$ cat src/rtl/mesh_rtr_pkg.sv
// Shared constants and the fixed arbitration order for the lossy mesh router.
// Assumes cardinal indices N=0, E=1, S=2, W=3 and the injection source at 4.
package mesh_rtr_pkg;

    localparam int NUM_CARD  = 4;
    localparam int NUM_SRC   = NUM_CARD + 1;
    localparam int NUM_OUT   = NUM_CARD + 1;
    localparam int SRC_INJ   = NUM_CARD;
    localparam int OUT_EJ    = NUM_CARD;
    localparam int RANK_NONE = 7;

    localparam int DIR_N = 0;
    localparam int DIR_E = 1;
    localparam int DIR_S = 2;
    localparam int DIR_W = 3;

    // Source that holds a given rank (0 = highest) at a given output.
    function automatic int rank_src(input int out_idx, input int rank);
        int src;
        src = RANK_NONE;
        case (out_idx)
            DIR_N: case (rank)
                       0: src = DIR_S;
                       1: src = DIR_W;
                       2: src = DIR_E;
                       3: src = SRC_INJ;
                       default: src = RANK_NONE;
                   endcase
            DIR_S: case (rank)
                       0: src = DIR_N;
                       1: src = DIR_W;
                       2: src = DIR_E;
                       3: src = SRC_INJ;
                       default: src = RANK_NONE;
                   endcase
            DIR_E: case (rank)
                       0: src = DIR_W;
                       1: src = SRC_INJ;
                       default: src = RANK_NONE;
                   endcase
            DIR_W: case (rank)
                       0: src = DIR_E;
                       1: src = SRC_INJ;
                       default: src = RANK_NONE;
                   endcase
            OUT_EJ: case (rank)
                       0: src = DIR_N;
                       1: src = DIR_S;
                       2: src = DIR_W;
                       3: src = DIR_E;
                       default: src = RANK_NONE;
                   endcase
            default: src = RANK_NONE;
        endcase
        return src;
    endfunction

endpackage

$ cat src/rtl/mesh_flit_reg.sv
// One-flit holding register for a neighbour link input.
// Captures every cycle; the valid bit clears under synchronous active-low reset.
module mesh_flit_reg #(
    parameter int W = 24
) (
    input  logic         clk,
    input  logic         rst_n,
    input  logic         d_vld,
    input  logic [W-1:0] d_body,
    output logic         q_vld,
    output logic [W-1:0] q_body
);

    // Capture the incoming flit, or clear it on reset.
    always_ff @(posedge clk) begin
        if (!rst_n) begin
            q_vld  <= 1'b0;
            q_body <= '0;
        end else begin
            q_vld  <= d_vld;
            q_body <= d_body;
        end
    end


    capture_chk: assert property (@(posedge clk) disable iff (!rst_n)
        $past(rst_n) |-> (q_vld == $past(d_vld)) && (q_body == $past(d_body)));

endmodule

$ cat src/rtl/mesh_route_step.sv
// Dimension-order route decode for one source.
// Produces a one-hot output request (N,E,S,W,EJ) and the header with the travelled
// dimension stepped one toward zero. Assumes signed two's-complement hop counts.
module mesh_route_step
    import mesh_rtr_pkg::*;
#(
    parameter int CW = 4
) (
    input  logic               vld,
    input  logic [CW-1:0]      dx,
    input  logic [CW-1:0]      dy,
    output logic [NUM_OUT-1:0] req,
    output logic [CW-1:0]      nx_dx,
    output logic [CW-1:0]      nx_dy
);

    localparam logic [CW-1:0] ONE = CW'(1);

    logic x_pos, x_neg, y_pos, y_neg;

    // Sign classification of the remaining hop counts.
    always_comb begin
        x_pos = !dx[CW-1] && (dx != '0);
        x_neg = dx[CW-1];
        y_pos = !dy[CW-1] && (dy != '0);
        y_neg = dy[CW-1];
    end

    // X first, then Y, then ejection.
    always_comb begin
        req = '0;
        if (vld) begin
            if (x_pos)      req[DIR_E]  = 1'b1;
            else if (x_neg) req[DIR_W]  = 1'b1;
            else if (y_pos) req[DIR_N]  = 1'b1;
            else if (y_neg) req[DIR_S]  = 1'b1;
            else            req[OUT_EJ] = 1'b1;
        end
    end

    // Step the travelled dimension one hop toward zero.
    always_comb begin
        nx_dx = dx;
        nx_dy = dy;
        if (x_pos)      nx_dx = dx - ONE;
        else if (x_neg) nx_dx = dx + ONE;
        else if (y_pos) nx_dy = dy - ONE;
        else if (y_neg) nx_dy = dy + ONE;
    end

endmodule

$ cat src/rtl/mesh_prio_pick.sv
// Fixed-priority pick: bit 0 is the highest rank. Stateless; output is one-hot or zero.
module mesh_prio_pick #(
    parameter int N = 5
) (
    input  logic [N-1:0] req,
    output logic [N-1:0] gnt
);

    // Grant the lowest-index request.
    always_comb begin
        gnt = '0;
        for (int i = 0; i < N; i++) begin
            if (req[i] && (gnt == '0)) gnt[i] = 1'b1;
        end
    end

endmodule

$ cat src/rtl/lossy_mesh_router.sv
// Single-cycle bufferless router for one node of a 2D mesh.
// Each neighbour input is held in one register; routing, fixed-priority arbitration
// and header stepping happen combinationally from those registers and the
// injection port. Losers are dropped. Assumes traffic follows XY order, so no
// flit ever needs to return toward the link it came from.
module lossy_mesh_router
    import mesh_rtr_pkg::*;
#(
    parameter int COORD_W = 4,
    parameter int DATA_W  = 16
) (
    input  logic                               clk,
    input  logic                               rst_n,
    input  logic [NUM_CARD-1:0]                link_in_vld,
    input  logic [NUM_CARD-1:0][COORD_W-1:0]   link_in_dx,
    input  logic [NUM_CARD-1:0][COORD_W-1:0]   link_in_dy,
    input  logic [NUM_CARD-1:0][DATA_W-1:0]    link_in_data,
    input  logic                               inj_vld,
    input  logic [COORD_W-1:0]                 inj_dx,
    input  logic [COORD_W-1:0]                 inj_dy,
    input  logic [DATA_W-1:0]                  inj_data,
    output logic                               inj_accept,
    output logic [NUM_CARD-1:0]                link_out_vld,
    output logic [NUM_CARD-1:0][COORD_W-1:0]   link_out_dx,
    output logic [NUM_CARD-1:0][COORD_W-1:0]   link_out_dy,
    output logic [NUM_CARD-1:0][DATA_W-1:0]    link_out_data,
    output logic                               ej_vld,
    output logic [DATA_W-1:0]                  ej_data
);

    localparam int BODY_W = 2 * COORD_W + DATA_W;

    logic                src_vld  [NUM_SRC];
    logic [COORD_W-1:0]  src_dx   [NUM_SRC];
    logic [COORD_W-1:0]  src_dy   [NUM_SRC];
    logic [DATA_W-1:0]   src_data [NUM_SRC];
    logic [BODY_W-1:0]   held_body[NUM_CARD];

    logic [NUM_OUT-1:0]  req   [NUM_SRC];
    logic [COORD_W-1:0]  nx_dx [NUM_SRC];
    logic [COORD_W-1:0]  nx_dy [NUM_SRC];

    logic [NUM_SRC-1:0]  cand  [NUM_OUT];
    logic [NUM_SRC-1:0]  rgnt  [NUM_OUT];
    logic [NUM_SRC-1:0]  gnt   [NUM_OUT];
    logic [NUM_OUT-1:0]  col   [NUM_SRC];

    // One holding register per neighbour link.
    for (genvar c = 0; c < NUM_CARD; c++) begin : g_in
        mesh_flit_reg #(.W(BODY_W)) u_reg (
            .clk    (clk),
            .rst_n  (rst_n),
            .d_vld  (link_in_vld[c]),
            .d_body ({link_in_dx[c], link_in_dy[c], link_in_data[c]}),
            .q_vld  (src_vld[c]),
            .q_body (held_body[c])
        );
        assign {src_dx[c], src_dy[c], src_data[c]} = held_body[c];
    end

    // The injection source is taken straight from the port.
    assign src_vld[SRC_INJ]  = inj_vld;
    assign src_dx[SRC_INJ]   = inj_dx;
    assign src_dy[SRC_INJ]   = inj_dy;
    assign src_data[SRC_INJ] = inj_data;

    // Route decode for every source.
    for (genvar s = 0; s < NUM_SRC; s++) begin : g_rt
        mesh_route_step #(.CW(COORD_W)) u_rt (
            .vld   (src_vld[s]),
            .dx    (src_dx[s]),
            .dy    (src_dy[s]),
            .req   (req[s]),
            .nx_dx (nx_dx[s]),
            .nx_dy (nx_dy[s])
        );
    end

    // Reorder each output's requests into its fixed rank order.
    always_comb begin
        for (int o = 0; o < NUM_OUT; o++) begin
            for (int r = 0; r < NUM_SRC; r++) begin
                int sidx;
                sidx = rank_src(o, r);
                if (sidx < NUM_SRC) cand[o][r] = req[sidx][o];
                else                cand[o][r] = 1'b0;
            end
        end
    end

    // One stateless priority pick per output.
    for (genvar o = 0; o < NUM_OUT; o++) begin : g_arb
        mesh_prio_pick #(.N(NUM_SRC)) u_pick (
            .req (cand[o]),
            .gnt (rgnt[o])
        );
    end

    // Map rank grants back to source grants.
    always_comb begin
        for (int o = 0; o < NUM_OUT; o++) begin
            gnt[o] = '0;
            for (int r = 0; r < NUM_SRC; r++) begin
                int sidx;
                sidx = rank_src(o, r);
                if (sidx < NUM_SRC && rgnt[o][r]) gnt[o][sidx] = 1'b1;
            end
        end
    end

    // Output multiplexers driven by the source grants.
    always_comb begin
        for (int o = 0; o < NUM_CARD; o++) begin
            link_out_vld[o]  = |gnt[o];
            link_out_dx[o]   = '0;
            link_out_dy[o]   = '0;
            link_out_data[o] = '0;
            for (int s = 0; s < NUM_SRC; s++) begin
                link_out_dx[o]   = link_out_dx[o]   | ({COORD_W{gnt[o][s]}} & nx_dx[s]);
                link_out_dy[o]   = link_out_dy[o]   | ({COORD_W{gnt[o][s]}} & nx_dy[s]);
                link_out_data[o] = link_out_data[o] | ({DATA_W{gnt[o][s]}}  & src_data[s]);
            end
        end
        ej_vld  = |gnt[OUT_EJ];
        ej_data = '0;
        for (int s = 0; s < NUM_SRC; s++) begin
            ej_data = ej_data | ({DATA_W{gnt[OUT_EJ][s]}} & src_data[s]);
        end
    end

    // Per-source view of grants, used for acceptance and checking.
    always_comb begin
        for (int s = 0; s < NUM_SRC; s++) begin
            for (int o = 0; o < NUM_OUT; o++) col[s][o] = gnt[o][s];
        end
        inj_accept = |col[SRC_INJ];
    end


    for (genvar s = 0; s < NUM_SRC; s++) begin : g_once
        src_once_chk: assert property (@(posedge clk) disable iff (!rst_n)
            $onehot0(col[s]));
    end


    inj_accept_chk: assert property (@(posedge clk) disable iff (!rst_n)
        inj_accept |-> inj_vld && ((inj_dx != '0) || (inj_dy != '0)));


    east_source_chk: assert property (@(posedge clk) disable iff (!rst_n)
        link_out_vld[DIR_E] |-> (src_vld[DIR_W] || inj_vld));


    north_straight_chk: assert property (@(posedge clk) disable iff (!rst_n)
        (src_vld[DIR_S] && src_dx[DIR_S] == '0 && !src_dy[DIR_S][COORD_W-1]
         && src_dy[DIR_S] != '0)
        |-> link_out_vld[DIR_N] && (link_out_data[DIR_N] == src_data[DIR_S]));


    eject_zero_chk: assert property (@(posedge clk) disable iff (!rst_n)
        ej_vld |->
            (src_vld[DIR_N] && src_dx[DIR_N] == '0 && src_dy[DIR_N] == '0) ||
            (src_vld[DIR_S] && src_dx[DIR_S] == '0 && src_dy[DIR_S] == '0) ||
            (src_vld[DIR_W] && src_dx[DIR_W] == '0 && src_dy[DIR_W] == '0) ||
            (src_vld[DIR_E] && src_dx[DIR_E] == '0 && src_dy[DIR_E] == '0));

endmodule

$ cat config.mk
export PLATFORM = sky130hd
export DESIGN_NAME = lossy_mesh_router
export DESIGN_NICKNAME = d
export VERILOG_FILES = /design/src/rtl/mesh_rtr_pkg.sv /design/src/rtl/mesh_flit_reg.sv /design/src/rtl/mesh_route_step.sv /design/src/rtl/mesh_prio_pick.sv /design/src/rtl/lossy_mesh_router.sv
export SDC_FILE = /design/constraint.sdc
export NUM_CORES = 1
export LEC_CHECK = 0
export ABC_AREA = 1
export BUFFER_PORTS_ARGS = -buffer_cell sky130_fd_sc_hd__buf_2
export CORE_MARGIN = 10
export CORE_UTILIZATION = 37
export CTS_CLUSTER_DIAMETER = 60
export DETAILED_ROUTE_END_ITERATION = 16
export PLACE_DENSITY_LB_ADDON = 0.2
export SLEW_MARGIN = 20
export SYNTH_ARGS = -nofsm -noshare
export SYNTH_HDL_FRONTEND = slang
export SYNTH_SLANG_ARGS = --single-unit
$ cat constraint.sdc
create_clock -name clk -period 2.1 [get_ports clk]
set_input_delay 0.315 -clock clk [delete_from_list [all_inputs] [get_ports clk]]
set_output_delay 0.315 -clock clk [all_outputs]
set_load 0.02 [all_outputs]
* After elaboration in Yosys (flattened, before gate mapping)
Index checks and enable logic that the tools add are counted.
** Storage, ports and cells
- Word-level logic and storage cells :: 327
- Bits in registers :: 100
- Input bits :: 127
** Operators by class
- Add/sub/neg operators :: 20
- Reductions and logical operators :: 53
- Bitwise gates (word level) :: 122
- Muxes and demuxes :: 124
** Operator list (count)
- 16-bit bitwise AND :: 24
- 16-bit OR :: 20
- 4-bit bitwise AND :: 40
- 4-bit 2-to-1 mux :: 35
- 4-bit OR :: 32
- 1-bit 2-to-1 mux :: 70
- 4-bit by 1-bit adder with 4-bit output, second input constant :: 10
- 5-bit 2-to-1 mux :: 8
- 4-bit nonzero test :: 10
- 4-bit by 1-bit subtractor with 4-bit output, second input constant :: 10
- 5-bit OR reduction :: 6
- 1-bit logical AND :: 21
- 3-bit 2-to-1 mux :: 6
- 1-bit by 16-bit bitwise AND with 16-bit output, first input constant :: 1
- 1-bit zero test :: 10
- 2-bit 2-to-1 mux :: 5
- 3-bit zero test :: 3
- 2-bit zero test :: 3
- 1-bit inverter :: 5

* Longest topological paths before layout
- Depth in word-level cells :: 22
- Gate-level depth with buffers :: 13

* By module
From an unflattened synthesis, not the netlist that was laid out.
** Second synthesis, totals
- Cells, all modules :: 1461
- Area total of the unflattened synthesis :: 8097.8 µm²
** Modules (own cells, without submodules)
- lossy_mesh_router :: instances 1, cells each 779, sequential area each 0.0 µm², area each 3220.6 µm²
- mesh_flit_reg :: instances 4, cells each 78, sequential area each 500.5 µm², area each 721.9 µm²
- mesh_route_step :: instances 5, cells each 63, sequential area each 0.0 µm², area each 351.6 µm²
- mesh_prio_pick :: instances 5, cells each 11, sequential area each 0.0 µm², area each 46.3 µm²

* Worst setup path before layout
OpenSTA, ideal clock, no wires.
- Path kind :: register to output
- Start point :: reg g_in[3].u_reg.q_body[20]
- End point :: out link_out_dx[6] (netlist name)
- Path slack :: 0.025 ns
- Stages on the path, launching flop included :: 8
- Arrival time :: 1.760 ns
- Path buffers :: 1
- Cells stage by stage :: dfxtp_1 -> inv_1 -> ha_1 -> a21oi_1 -> nand2_1 -> nand4_1 -> buf_2 -> o21ai_0
** RTL lines
- start, declared :: line mesh_flit_reg.sv:11 : output logic [W-1:0] q_body
- start signal, assigned :: line mesh_flit_reg.sv:21 : q_body <= d_body;
- end, declared :: line lossy_mesh_router.sv:24 : output logic [NUM_CARD-1:0][COORD_W-1:0] link_out_dx,

==> key figures <==
Status
  – Status: finished, violations left
  – Violations in the final reports: negative setup slack

Critical path
  – Worst setup EP type: primary output
  – Worst Path Required: roughly 1.8 ns
  – Critical path class: reg2out
  – Crit path launch: g_in[1].u_reg.q_body[20]
  – Critical Path Fanout Max: 4
  – Crit start category: flop
  – Data arrival, critical path: 2.07 ns

STA
  – Final hold vios: 0
  – Hold_ws: about 0.13 ns
  – Min cycle time layout: 2.39 ns
  – RSZ-0062 raised after global routing: true
  – F_max: 0.419 GHz
  – Final setup vio count: 92
  – Slew Limit Fails: 0
  – Final worst slack: -0.287 ns
  – Worst-margin pin slew: between 0.5 and 0.6 ns
  – Relative slew margins: 0.611
  – Final period util: 1.14

Clocking
  – CTS tree: built
  – Root buffer cell: clkbuf_16
  – Clock buffer depth: 2
  – H-tree lvl count: 3
  – Clk sink count: 100
  – Total CTS buffers: 9
  – Reg clk slew, reported paths: around 0.08 ns

Layout
  – Area Growth Syn to Fin: 75.2%
  – Post-route core utilization: 0.667
  – Nets@finish: around 1600
  – Layout cells sized above 1: 0.470

Floorplanning
  – Die area: approximately 24000 um2
  – Cell Rows: 48
  – Starting Density: 0.381
  – Ports: approximately 250
  – Chip Height: roughly 150 um
  – Core area: ~17000 um2
  – Die W: about 150 um

Synthesis
  – Most area-consuming cells after synthesis: dfxtp_1 (30%), nand2_1 (22%), inv_1 (11%)
  – Gate Count Post-Synth: between 1000 and 1500
  – Post-synth cell types: 32
  – Seq/Total Area, Yosys: 0.301
  – Yosys warns: 0
  – Syn Area/Cell: roughly 6.1 um2
  – FF+latch count, synth: 100
  – Syn Std Cell Area: between 6000 and 7000 um2
  – Post-synth top area share: 0.301
  – Leading area contributor after synthesis: dfxtp_1

Hold path
  – Hold Path Class: in2reg
  – Hold endpoint: g_in[1].u_reg.q_body[3]
  – WHS Path Cells: 3
  – Hold path start: link_in_data[19]

Routing
  – TritonRoute pass-1 iters: 5
  – Avg WL per Cell: around 19 um
  – Vias: roughly 8700
  – Via/cell ratio: 5.13
  – Post-route DRC: 0
  – Iteration-0 DRC Markers: ~540
  – Post-route ant nets: 0
  – Final WL: about 33000 um

Global routing
  – Total track usage: 0.253
  – Initial antenna violation count: 3
  – Total grt overflow: 0
  – Vias in the first global route: 8686
  – First-pass GRT wire length: between 40000 and 50000 um
  – Largest net degree at the start of global routing: 53

Power and ir drop
  – Switching power: between 0.0015 and 0.002 W
  – Switching share of total power: 0.339
  – Logic pwr share: 0.289
  – Int Power: ~0.0037 W
  – Pwr/cell area: ~480 nW/um2
  – Leak Pwr: between 6 and 7 nW
  – VDD IR max: between 0.0003 and 0.0004 V
  – Sequential share of power: 0.380
  – Clock share of power: 0.332

Job
  – Number of max-cap violations: 0

Placement
  – RePlAce Congestion: about 0.96
  – Hpwl dp: between 20000 and 25000 um
  – PortBufs: 240
## Yosys cell counts, drive strengths merged
library cell    n
xor2            6
ha             18
o21a            2
o21ai          51
nor3            6
dfxtp         100
a21oi           8
o22ai          10
buf            30
clkbuf         12
nand3b         34
nand2         396
conb            1
nand3         115
nor2           67
nand4          28
or2             5
inv           200
o21bai          1
o2111ai         1
## layer usage
layer,GRT usage,share of wire
met3,0.0642,0.086
met5,0,0
met1,0.310,0.41
met2,0.413,0.47
met4,0.105,0.037
## worst max-delay path: stages (launching register included)
cell and delay (ns):
dfxtp_2 0.33, inv_2 0.08, ha_4 0.17, buf_4 0.14, nand2_4 0.07, buf_4 0.13
nor2_1 0.08, nor2_1 0.05, nor2_2 0.18, nor2_1 0.07, nor2_1 0.12, nand3_1 0.13
buf_6 0.16
## power groups by stage
stage / combinational [W] / clock (W) / sequential [W]
after floorplan: 0.000572 / 0 / 0.00210
after global placement: 0.00108 / 0 / 0.00214
after detailed placement: 0.00109 / 0 / 0.00213
after CTS: 0.00140 / 0.00188 / 0.00210
after global routing: 0.00171 / 0.00196 / 0.00213
final: 0.00161 / 0.00185 / 0.00212
## stage by stage
stage / setup TNS [ns] / worst slack [ns] / area, um2 / total power, W / cells
floorplan: 0 / 0.0250 / 6670 / 0.00268 / 1094
global placement: -0.910 / -0.0640 / 8790 / 0.00322 / 1619
detailed placement: -2.30 / -0.0993 / 8790 / 0.00322 / 1619
CTS: -15.39 / -0.279 / 10900 / 0.00538 / 1670
global route: -24.37 / -0.367 / 11700 / 0.00580 / 1694
finish: -18.01 / -0.287 / 11700 / 0.00557 / 1695
## how the worst max path moves through the flow
stage | to | slack, ns | cells after the start
2_1_floorplan | link_out_dx[6] | 0.03 | 7
3_3_place_gp | link_out_dy[12] | -0.06 | 9
3_5_place_dp | link_out_dy[14] | -0.1 | 13
4_1_cts | link_out_data[34] | -0.28 | 11
5_1_grt | link_out_dy[3] | -0.37 | 12
6_report | link_out_dy[11] | -0.29 | 12
## placed cells by master, fill, tap and decap left out, types with 3 or more instances in the layout
master / synthesis / routed
buf_8: 0 / 4
buf_2: 16 / 140
o21ai_2: 0 / 18
inv_8: 0 / 3
nand3_4: 0 / 9
nand2_4: 2 / 25
nor3_1: 4 / 3
inv_2: 11 / 24
a21oi_1: 8 / 4
ha_1: 18 / 8
buf_6: 6 / 121
conb_1: 1 / 4
nand3_1: 111 / 65
nand3_2: 4 / 41
clkinv_8: 0 / 3
clkbuf_16: 0 / 10
diode_2: 0 / 4
nor2_4: 9 / 24
nand4_1: 26 / 26
a21oi_2: 0 / 3
nand2_1: 391 / 315
o21ai_1: 9 / 13
ha_4: 0 / 10
o22ai_4: 0 / 6
inv_4: 0 / 4
dfxtp_2: 0 / 19
o21ai_0: 42 / 16
nand2_2: 3 / 55
nor2_1: 51 / 31
buf_4: 8 / 113
or2_2: 5 / 3
o21ai_4: 0 / 4
nand3b_1: 34 / 34
xor2_1: 6 / 3
buf_12: 0 / 17
nor2_2: 6 / 11
inv_1: 189 / 169
dfxtp_1: 100 / 81
## sequential cells by signal, indices dropped and copies added, names as in the netlist
signal and count:
g_in.u_reg.q_vld 4, g_in.u_reg.q_body 96
## cell type report
type	count	area [um2]
Clock inverter	7	103
Antenna cell	4	10.0
Clock buffer	9	225
Timing Repair Buffer	398	3390
Fill cell	1434	5810
Tap cell	225	282
Multi-Input combinational cell	752	4840
Inverter	200	786
Sequential cell	100	2030
## logic make-up after synthesis
kind of cell / Yosys count / synth area share
simple gates: 651 / 0.448
buf+inv: 242 / 0.151
flops: 100 / 0.301
compound gates: 73 / 0.0584
fa+ha+maj: 18 / 0.0338
xor+xnor: 6 / 0.00789
other cells: 1 / 0.000563
## timing repair
item,4_1_cts,5_1_grt
hold buffers,0,0
resized for setup,428,164
pin swaps,70,64
cloned,7,2
setup endpoints to repair,95,110
setup buffers,30,24
Power figures use the tool's default switching activity.
